$ cat src/rtl/spiclk_pkg.sv
package spiclk_pkg;
  localparam int unsigned CW_W  = 16;
  localparam int unsigned SIG_W = 3;
  localparam int unsigned FRQ_W = 14;

  typedef struct packed {
    logic             restart_en;
    logic             dbl_rate;
    logic [FRQ_W-1:0] freq;
  } clk_word_t;

  typedef struct packed {
    logic async_in;
    logic launch_rise;
    logic latch_rise;
  } sig_word_t;
endpackage

$ cat src/rtl/spiclk_prof_mux.sv
module spiclk_prof_mux
  import spiclk_pkg::*;
#(
  parameter int NPROF  = 4,
  parameter int PSEL_W = 2
) (
  input  logic [CW_W*NPROF-1:0]  clk_cfg,
  input  logic [SIG_W*NPROF-1:0] sig_cfg,
  input  logic [PSEL_W-1:0]      prof_sel,
  output clk_word_t              cw_sel,
  output sig_word_t              sw_sel
);
  clk_word_t cw_arr [NPROF];
  sig_word_t sw_arr [NPROF];

  for (genvar g = 0; g < NPROF; g++) begin : g_unpack
    assign cw_arr[g] = clk_cfg[g*CW_W +: CW_W];
    assign sw_arr[g] = sig_cfg[g*SIG_W +: SIG_W];
  end

  assign cw_sel = cw_arr[prof_sel];
  assign sw_sel = sw_arr[prof_sel];
endmodule

$ cat src/rtl/spiclk_phase_acc.sv
module spiclk_phase_acc
  import spiclk_pkg::*;
#(
  parameter int ACC_W = 12
) (
  input  logic             clk,
  input  logic             rst_n,
  input  logic             gate,
  input  logic             xfer_start,
  input  clk_word_t        cw,
  output logic             phase_q,
  output logic             edge_due
);
  localparam logic [FRQ_W-1:0] FULL_F = FRQ_W'(1 << (ACC_W-1));
  localparam logic [ACC_W-1:0] FULL_A = ACC_W'(1 << (ACC_W-1));

  logic [ACC_W-1:0] acc_q;
  logic [ACC_W-1:0] f_eff;
  logic [ACC_W:0]   step;
  logic [ACC_W:0]   sum;
  logic             restart_hit;

  always_comb begin
    f_eff       = (cw.freq > FULL_F) ? FULL_A : cw.freq[ACC_W-1:0];
    step        = cw.dbl_rate ? {f_eff, 1'b0} : {1'b0, f_eff};
    sum         = {1'b0, acc_q} + step;
    restart_hit = xfer_start & cw.restart_en;
    edge_due    = gate & ~restart_hit & sum[ACC_W];
  end

  always_ff @(posedge clk or negedge rst_n) begin
    if (!rst_n) begin
      acc_q   <= '0;
      phase_q <= 1'b0;
    end else if (!gate || restart_hit) begin
      acc_q   <= '0;
      if (!gate) phase_q <= 1'b0;
    end else begin
      acc_q <= sum[ACC_W-1:0];
      if (sum[ACC_W]) phase_q <= ~phase_q;
    end
  end

  AST_GATE_CLEARS: assert property (@(posedge clk) disable iff (!rst_n)
    !gate |=> (acc_q == '0 && !phase_q));
  AST_RESTART_ZERO: assert property (@(posedge clk) disable iff (!rst_n)
    (gate && xfer_start && cw.restart_en) |=> (acc_q == '0));
  AST_FULL_RATE: assert property (@(posedge clk) disable iff (!rst_n)
    (gate && !(xfer_start && cw.restart_en) && cw.dbl_rate && cw.freq >= FULL_F)
      |=> (phase_q != $past(phase_q)));
endmodule

$ cat src/rtl/spiclk_edge_strobe.sv
module spiclk_edge_strobe (
  input  logic clk,
  input  logic rst_n,
  input  logic edge_due,
  input  logic phase_now,
  input  logic cpol,
  input  logic launch_rise,
  input  logic latch_rise,
  output logic launch_stb,
  output logic latch_stb
);
  logic goes_high;

  always_comb goes_high = ~phase_now ^ cpol;

  always_ff @(posedge clk or negedge rst_n) begin
    if (!rst_n) begin
      launch_stb <= 1'b0;
      latch_stb  <= 1'b0;
    end else begin
      launch_stb <= edge_due & (goes_high == launch_rise);
      latch_stb  <= edge_due & (goes_high == latch_rise);
    end
  end

  AST_STB_NEEDS_EDGE: assert property (@(posedge clk) disable iff (!rst_n)
    !edge_due |=> (!launch_stb && !latch_stb));
endmodule

$ cat src/rtl/spiclk_gen.sv
module spiclk_gen
  import spiclk_pkg::*;
#(
  parameter int NPROF  = 4,
  parameter int ACC_W  = 12,
  localparam int PSEL_W = (NPROF > 1) ? $clog2(NPROF) : 1
) (
  input  logic                   clk,
  input  logic                   rst_n,
  input  logic [CW_W*NPROF-1:0]  clk_cfg,
  input  logic [SIG_W*NPROF-1:0] sig_cfg,
  input  logic [PSEL_W-1:0]      prof_sel,
  input  logic                   cpol,
  input  logic                   cs_active,
  input  logic                   xfer_start,
  output logic                   sclk,
  output logic                   launch_stb,
  output logic                   latch_stb,
  output logic                   async_sel
);
  clk_word_t cw_sel;
  sig_word_t sw_sel;
  logic      phase_q;
  logic      edge_due;

  spiclk_prof_mux #(.NPROF(NPROF), .PSEL_W(PSEL_W)) u_mux (
    .clk_cfg  (clk_cfg),
    .sig_cfg  (sig_cfg),
    .prof_sel (prof_sel),
    .cw_sel   (cw_sel),
    .sw_sel   (sw_sel)
  );

  spiclk_phase_acc #(.ACC_W(ACC_W)) u_acc (
    .clk        (clk),
    .rst_n      (rst_n),
    .gate       (cs_active),
    .xfer_start (xfer_start),
    .cw         (cw_sel),
    .phase_q    (phase_q),
    .edge_due   (edge_due)
  );

  spiclk_edge_strobe u_stb (
    .clk         (clk),
    .rst_n       (rst_n),
    .edge_due    (edge_due),
    .phase_now   (phase_q),
    .cpol        (cpol),
    .launch_rise (sw_sel.launch_rise),
    .latch_rise  (sw_sel.latch_rise),
    .launch_stb  (launch_stb),
    .latch_stb   (latch_stb)
  );

  assign sclk      = phase_q ^ cpol;
  assign async_sel = sw_sel.async_in;

  AST_STB_ON_TOGGLE: assert property (@(posedge clk) disable iff (!rst_n)
    (launch_stb || latch_stb) |-> (phase_q != $past(phase_q)));
  AST_IDLE_LEVEL: assert property (@(posedge clk) disable iff (!rst_n)
    !cs_active |=> (sclk == cpol));
endmodule

$ cat config.mk
export PLATFORM = sky130hd
export DESIGN_NAME = spiclk_gen
export DESIGN_NICKNAME = d
export VERILOG_FILES = /design/src/rtl/spiclk_pkg.sv /design/src/rtl/spiclk_prof_mux.sv /design/src/rtl/spiclk_phase_acc.sv /design/src/rtl/spiclk_edge_strobe.sv /design/src/rtl/spiclk_gen.sv
export SDC_FILE = /design/constraint.sdc
export NUM_CORES = 1
export LEC_CHECK = 0
export BUFFER_PORTS_ARGS = -buffer_cell sky130_fd_sc_hd__buf_4
export CAP_MARGIN = 20
export CORE_MARGIN = 2
export CORE_UTILIZATION = 35
export CTS_CLUSTER_SIZE = 20
export DETAILED_ROUTE_END_ITERATION = 16
export PLACE_DENSITY = 0.67
export REMOVE_ABC_BUFFERS = 1
export SYNTH_ARGS = -nofsm -noshare
export SYNTH_HDL_FRONTEND = slang
export SYNTH_SLANG_ARGS = --single-unit
$ cat constraint.sdc
create_clock -name clk -period 2.2 [get_ports clk]
set_input_delay 0.44 -clock clk [delete_from_list [all_inputs] [get_ports clk]]
set_output_delay 0.44 -clock clk [all_outputs]
set_load 0.1 [all_outputs]
Word-level counts from Yosys, hierarchy flattened. Cells that the tools add are included.

Reduce and logical (&&, ||, !) cells: 4. Bitwise logic cells: 10. Shifts and indexed selects: 0. Div/mod/pow operators: 0. $add $sub $neg: 1. $mul: 0. Order comparisons: 2. Equal/unequal tests: 3. Muxes and demuxes: 12.

Operators by type and width (number): $bmux W16 S2 (1); $mux W16 (2); $mux W12 (2); $gt A14 B12 Y1 const B (1); $add A12 B13 Y13 (1); $mux W13 (1); $bmux W3 S2 (1); $mux W3 (2); $and A1 B1 Y1 (5); $ge A3 B3 Y1 const B (1); $mux W1 (3); $not A2 Y3 (1); $eq A1 B1 Y1 (2); $ne A2 B2 Y1 const B (1); $not A1 Y1 (2); $reduce_and A2 Y1 (1); $reduce_bool A2 Y1 (1); $xor A1 B1 Y1 (2); $logic_not A1 Y1 (1); $logic_or A1 B1 Y1 (1).

Register bits after elaboration: 15. Input port bits: 83. Memories kept: 0. Output and inout port bits: 4. RAM bits: 0. Bits in latches: 0. Word-level logic and storage cells: 36. ROM bits: 0.

Logic depth before layout (Yosys ltp).
Depth in word-level cells: 10. Mapped depth: 13.

By module. A second synthesis with hierarchy kept.

Cells, all modules: 161. Area, all modules: 1754.2 um2.

By module, submodules not included: spiclk_phase_acc (times used 1, area each 1136.1 um2, cells each 128); spiclk_prof_mux (times used 1, area each 503.0 um2, cells each 23); spiclk_edge_strobe (times used 1, area each 106.4 um2, cells each 9); spiclk_gen (times used 1, area each 8.8 um2, cells each 1).

Worst setup path before layout. OpenSTA, ideal clock, no wires.

Path kind: input port to flip-flop. From: input prof_sel[0]. To: register u_acc.phase_q. Data arrival time: 3.846 ns. Stages on the path: 13. Buffers on the path: 1. Required time: 2.121 ns. Setup slack: -1.725 ns. Cell sequence: buf_6 mux4_2 or4_4 nor4_4 a31oi_4 nor2_1 ha_1 o21ai_0 a21oi_1 o311a_1 o31ai_1 mux2i_1 mux2i_1.

Cells in the longest elaborated chain, start to end: 10. Elaborated cells on any way between the ends: 14. Classes of those cells: 1 x add/sub; 1 x order compare; 1 x eq/ne; 6 x mux; 2 x bitwise; 3 x reduce/logical.

Ends and longest elaborated chain: from (decl) (RTL line spiclk_gen.sv:12) `input logic [PSEL_W-1:0] prof_sel,`; $not A2 Y3 (not written as such) * (RTL line spiclk_prof_mux.sv:21) `assign cw_sel = cw_arr[prof_sel];`; $bmux W16 S2 * (RTL line spiclk_prof_mux.sv:21); $mux W16 (not written as such) * (2 in a row) (RTL line spiclk_prof_mux.sv:21); $gt A14 B12 Y1 (RTL line spiclk_phase_acc.sv:24) `f_eff = (cw.freq > FULL_F) ? FULL_A : cw.freq[ACC_W-1:0];`; $mux W12 (RTL line spiclk_phase_acc.sv:24); $mux W13 (RTL line spiclk_phase_acc.sv:25) `step = cw.dbl_rate ? {f_eff, 1'b0} : {1'b0, f_eff};`; $add A12 B13 Y13 (RTL line spiclk_phase_acc.sv:26) `sum = {1'b0, acc_q} + step;`; $reduce_bool A2 Y1 (no line); $reduce_and A2 Y1 (no line); to (signal assigned) (RTL line spiclk_phase_acc.sv:40) `if (sum[ACC_W]) phase_q <= ~phase_q;`; to (decl) (RTL line spiclk_phase_acc.sv:11) `output logic phase_q,`.

Every way passes the cells marked *; elsewhere a longest branch is shown, timed or not. The select of a mux whose other input is x is not followed. A chain may end at the register's enable or synchronous reset.

Worst setup path in the final report. Same ends and word-level chain as after synthesis.

==> impl_metrics.json <==
{
  "outcome": "finished with violations",
  "failed_checks": "setup timing",
  "synth_top_area_share_pct": 22.0,
  "worst_slack_ps": -1280,
  "via_per_inst": 5.06,
  "fmax_mhz": 287,
  "root_buffer": "clkbuf_8",
  "syn_to_final_growth_pct": 89.2,
  "fin_cells": 372,
  "crit_type": "in -> reg",
  "wl_um": 5940,
  "post-route-util_pct": 68.4,
  "ff2ff_setup_slack_ps": -20,
  "setup_viol": 14,
  "initialDrtViolationCount": 71,
  "clock_latency_ps": 270,
  "cp_data_arrival_time_ps": 3670,
  "crit_required_ps": 2400,
  "die_x_um": 73.8,
  "fin_crit_sh_pct": 158,
  "cts_made_buffers": 3,
  "netlist_top_cells_area": "dfrtp_1 (22%), mux4_2 (20%), ha_1 (8.8%)",
  "port_buffers": 86,
  "power_density_nw_per_um2": 372,
  "dieArea_um2": 5450,
  "syn_area_per_cell_um2": 10.7,
  "drive_gt1_share_pct": 67.9,
  "yosysTopAreaCell": "dfrtp_1",
  "diodes": 0,
  "hp-class": "in -> async",
  "drc_errors": 0,
  "cts_tree": "done",
  "globalRouteTotalUtil_pct": 20.2,
  "grt.overflow.total": 0,
  "crit_path_max_fanout": 6,
  "htree_levels": 1,
  "ys_seq_elements": 15,
  "crit_path_start_kind": "primary input",
  "grt_max_degree": 16,
  "rsz0062_at_grt": "yes",
  "r2r_start": "u_acc.acc_q[0]",
  "yosysSeqAreaShare_pct": 22.0,
  "clk_pin_slew_worst_paths_ps": 80,
  "drv_cap": 0,
  "hold_viol_final": 0,
  "tightest_slew_ps": 330,
  "ys_warn_count": 0,
  "maxSlewViolCount": 0,
  "slew_headroom_pct": 77.8,
  "reg2reg_depth": 9,
  "start_util_pct": 36.1,
  "vdd_drop_max_v": 0.000270,
  "synth_cells": 160,
  "routedWlPerCell_um": 16.0,
  "nets": 402,
  "fin_worst_skew_ps": 11.1,
  "finalCriticalPeriod_ps": 3480,
  "cp-end-kind": "flop",
  "r2r_end": "u_acc.phase_q",
  "core_um2": 4720,
  "numClockSinks": 15,
  "leakagePower_nw": 1.54,
  "synth_area_um2": 1710,
  "gp_congestion": 0.925,
  "num_io_pins": 87,
  "cts_buffer_depth": 2,
  "antenna_found_initial": 0,
  "rows": 25,
  "dr.pass1.iters": 4,
  "postRouteAntennaNets": 0,
  "vias": 1881,
  "num-fill-cells": 360,
  "netlist-cell-type-count": 37,
  "place_inst": 355,
  "dp_hpwl_um": 4350,
  "grt_pass1_wl_um": 8450,
  "grt_pass1_vias": 1945,
  "die_h_um": 73.8
}
[state kept, by name (all words and copies together) (netlist names)]
name	flops
u_acc.acc_q	12
u_acc.phase_q	1
u_stb.latch_stb	1
u_stb.launch_stb	1
[metal layers]
metal	vias to the layer above	global-route usage, %	wire, µm
met3	12	5.76	307
met1	915	24.9	2340
met4	0	4.04	120
li1	897	-	-
met5	-	0	0
met2	57	35.0	3170
[worst max-delay path, stage by stage]
cell     delay (ps)
buf_12           90
mux4_2          500
or4_4           560
nor4_4          190
a31oi_4         140
nor2_2          140
ha_4            220
o21ai_4         200
a21oi_4          50
o311a_1         380
o31ai_4         240
mux2i_2         310
mux2i_1         210
[what timing repair did]
action,CTS,global route
buffers inserted,9,5
cloned,0,0
resized for setup,44,36
hold buffers,0,0
pin swaps,17,17
endpoints found under the setup margin,15,15
[logic make-up (layout without fill, tap and decap cells)]
group	after synthesis	in the layout	synth area share, %
muxes	30	30	31.5
AOI/OAI and AO/OA	29	29	12.1
xor gates and xnor gates	10	10	5.13
adders and majority gates	13	13	9.97
DFF	15	15	22.0
and+or+nand+nor	51	51	16.1
buffers and inverters	12	157	3.15
[worst max-delay path by stage]
stage	startpoint	end	slack, ps	cells after the start
after floorplan	prof_sel[0]	u_acc.phase_q	-1570	12
after global placement	prof_sel[0]	u_acc.phase_q	-1750	13
after detailed placement	prof_sel[0]	u_acc.phase_q	-1850	13
after CTS	prof_sel[0]	u_acc.phase_q	-1310	13
after global routing	prof_sel[0]	u_acc.phase_q	-1420	14
final	prof_sel[0]	u_acc.phase_q	-1280	13
[cells in the final DEF (no fill, tap or decap), types with 2 or more instances in the layout]
cell / n
and2_1: 3
dfrtp_1: 15
o211ai_1: 2
inv_1: 3
mux2i_1: 9
nor3_2: 3
xnor2_1: 6
a211o_1: 2
buf_6: 13
buf_8: 2
ha_4: 5
mux4_2: 17
buf_12: 2
xor2_1: 4
nor2_4: 2
nor2b_4: 2
nor2_1: 20
o21ai_2: 2
a21oi_4: 2
clkbuf_8: 3
ha_1: 7
nor4_4: 2
buf_4: 130
inv_2: 2
nor2_2: 2
o21ai_1: 3
o21a_1: 2
nand2b_1: 2
nand2_1: 5
a21oi_1: 3
o21ai_0: 2
[stage by stage]
stage / area, µm² / setup TNS, ps / setup WS [ps] / power, W / hold slack [ps]
global route: 3230 / -13550 / -1420 / 0.00126 / 28.3
global placement: 2770 / -18250 / -1750 / 0.000847 / 308
finish: 3230 / -11930 / -1280 / 0.00120 / 17.3
CTS: 3030 / -11300 / -1310 / 0.00115 / 26.0
floorplan: 1680 / -12850 / -1570 / 0.000589 / 144
detailed placement: 2770 / -18740 / -1850 / 0.000852 / 312
[power by group]
group | leakage, nW | total (W) | internal (W) | switching (W)
combinational | 1.31 | 0.000650 | 0.000357 | 0.000293
sequential | 0.206 | 0.000304 | 0.000294 | 0.0000105
clock | 0.0217 | 0.000248 | 0.000128 | 0.000120
total | 1.54 | 0.00120 | 0.000779 | 0.000424
[cells in the mapped netlist, drive strengths merged]
| master | n |
|---|---|
| mux4 | 18 |
| inv | 6 |
| a31oi | 1 |
| a21oi | 5 |
| a211o | 2 |
| a211oi | 1 |
| clkbuf | 3 |
| buf | 3 |
| or4 | 1 |
| o21bai | 2 |
| o211ai | 2 |
| xnor2 | 6 |
| o31ai | 2 |
| dfrtp | 15 |
| o311a | 1 |
| nor2 | 24 |
| and3 | 2 |
| fa | 1 |
| mux2 | 1 |
| and2 | 4 |
| a21o | 1 |
| nand2b | 3 |
| nand2 | 5 |
| mux2i | 11 |
| or3 | 2 |
| nor3 | 4 |
| nor4 | 2 |
| nor2b | 3 |
| xor2 | 4 |
| o21ba | 1 |
| nand3 | 1 |
| o21ai | 8 |
| o21a | 3 |
| ha | 12 |
[cell type report]
| cell class | count | area, µm² | area share, % |
|---|---|---|---|
| multi-input combinational | 133 | 1500 | 46.6 |
| timing repair buffer | 147 | 1190 | 36.9 |
| sequential | 15 | 375 | 11.6 |
| tap | 67 | 83.8 | 2.60 |
| clock buffer | 3 | 41.3 | 1.28 |
| inverter | 6 | 25.0 | 0.775 |
| clock inverter | 1 | 7.51 | 0.232 |
Power figures use the tool's default switching activity.
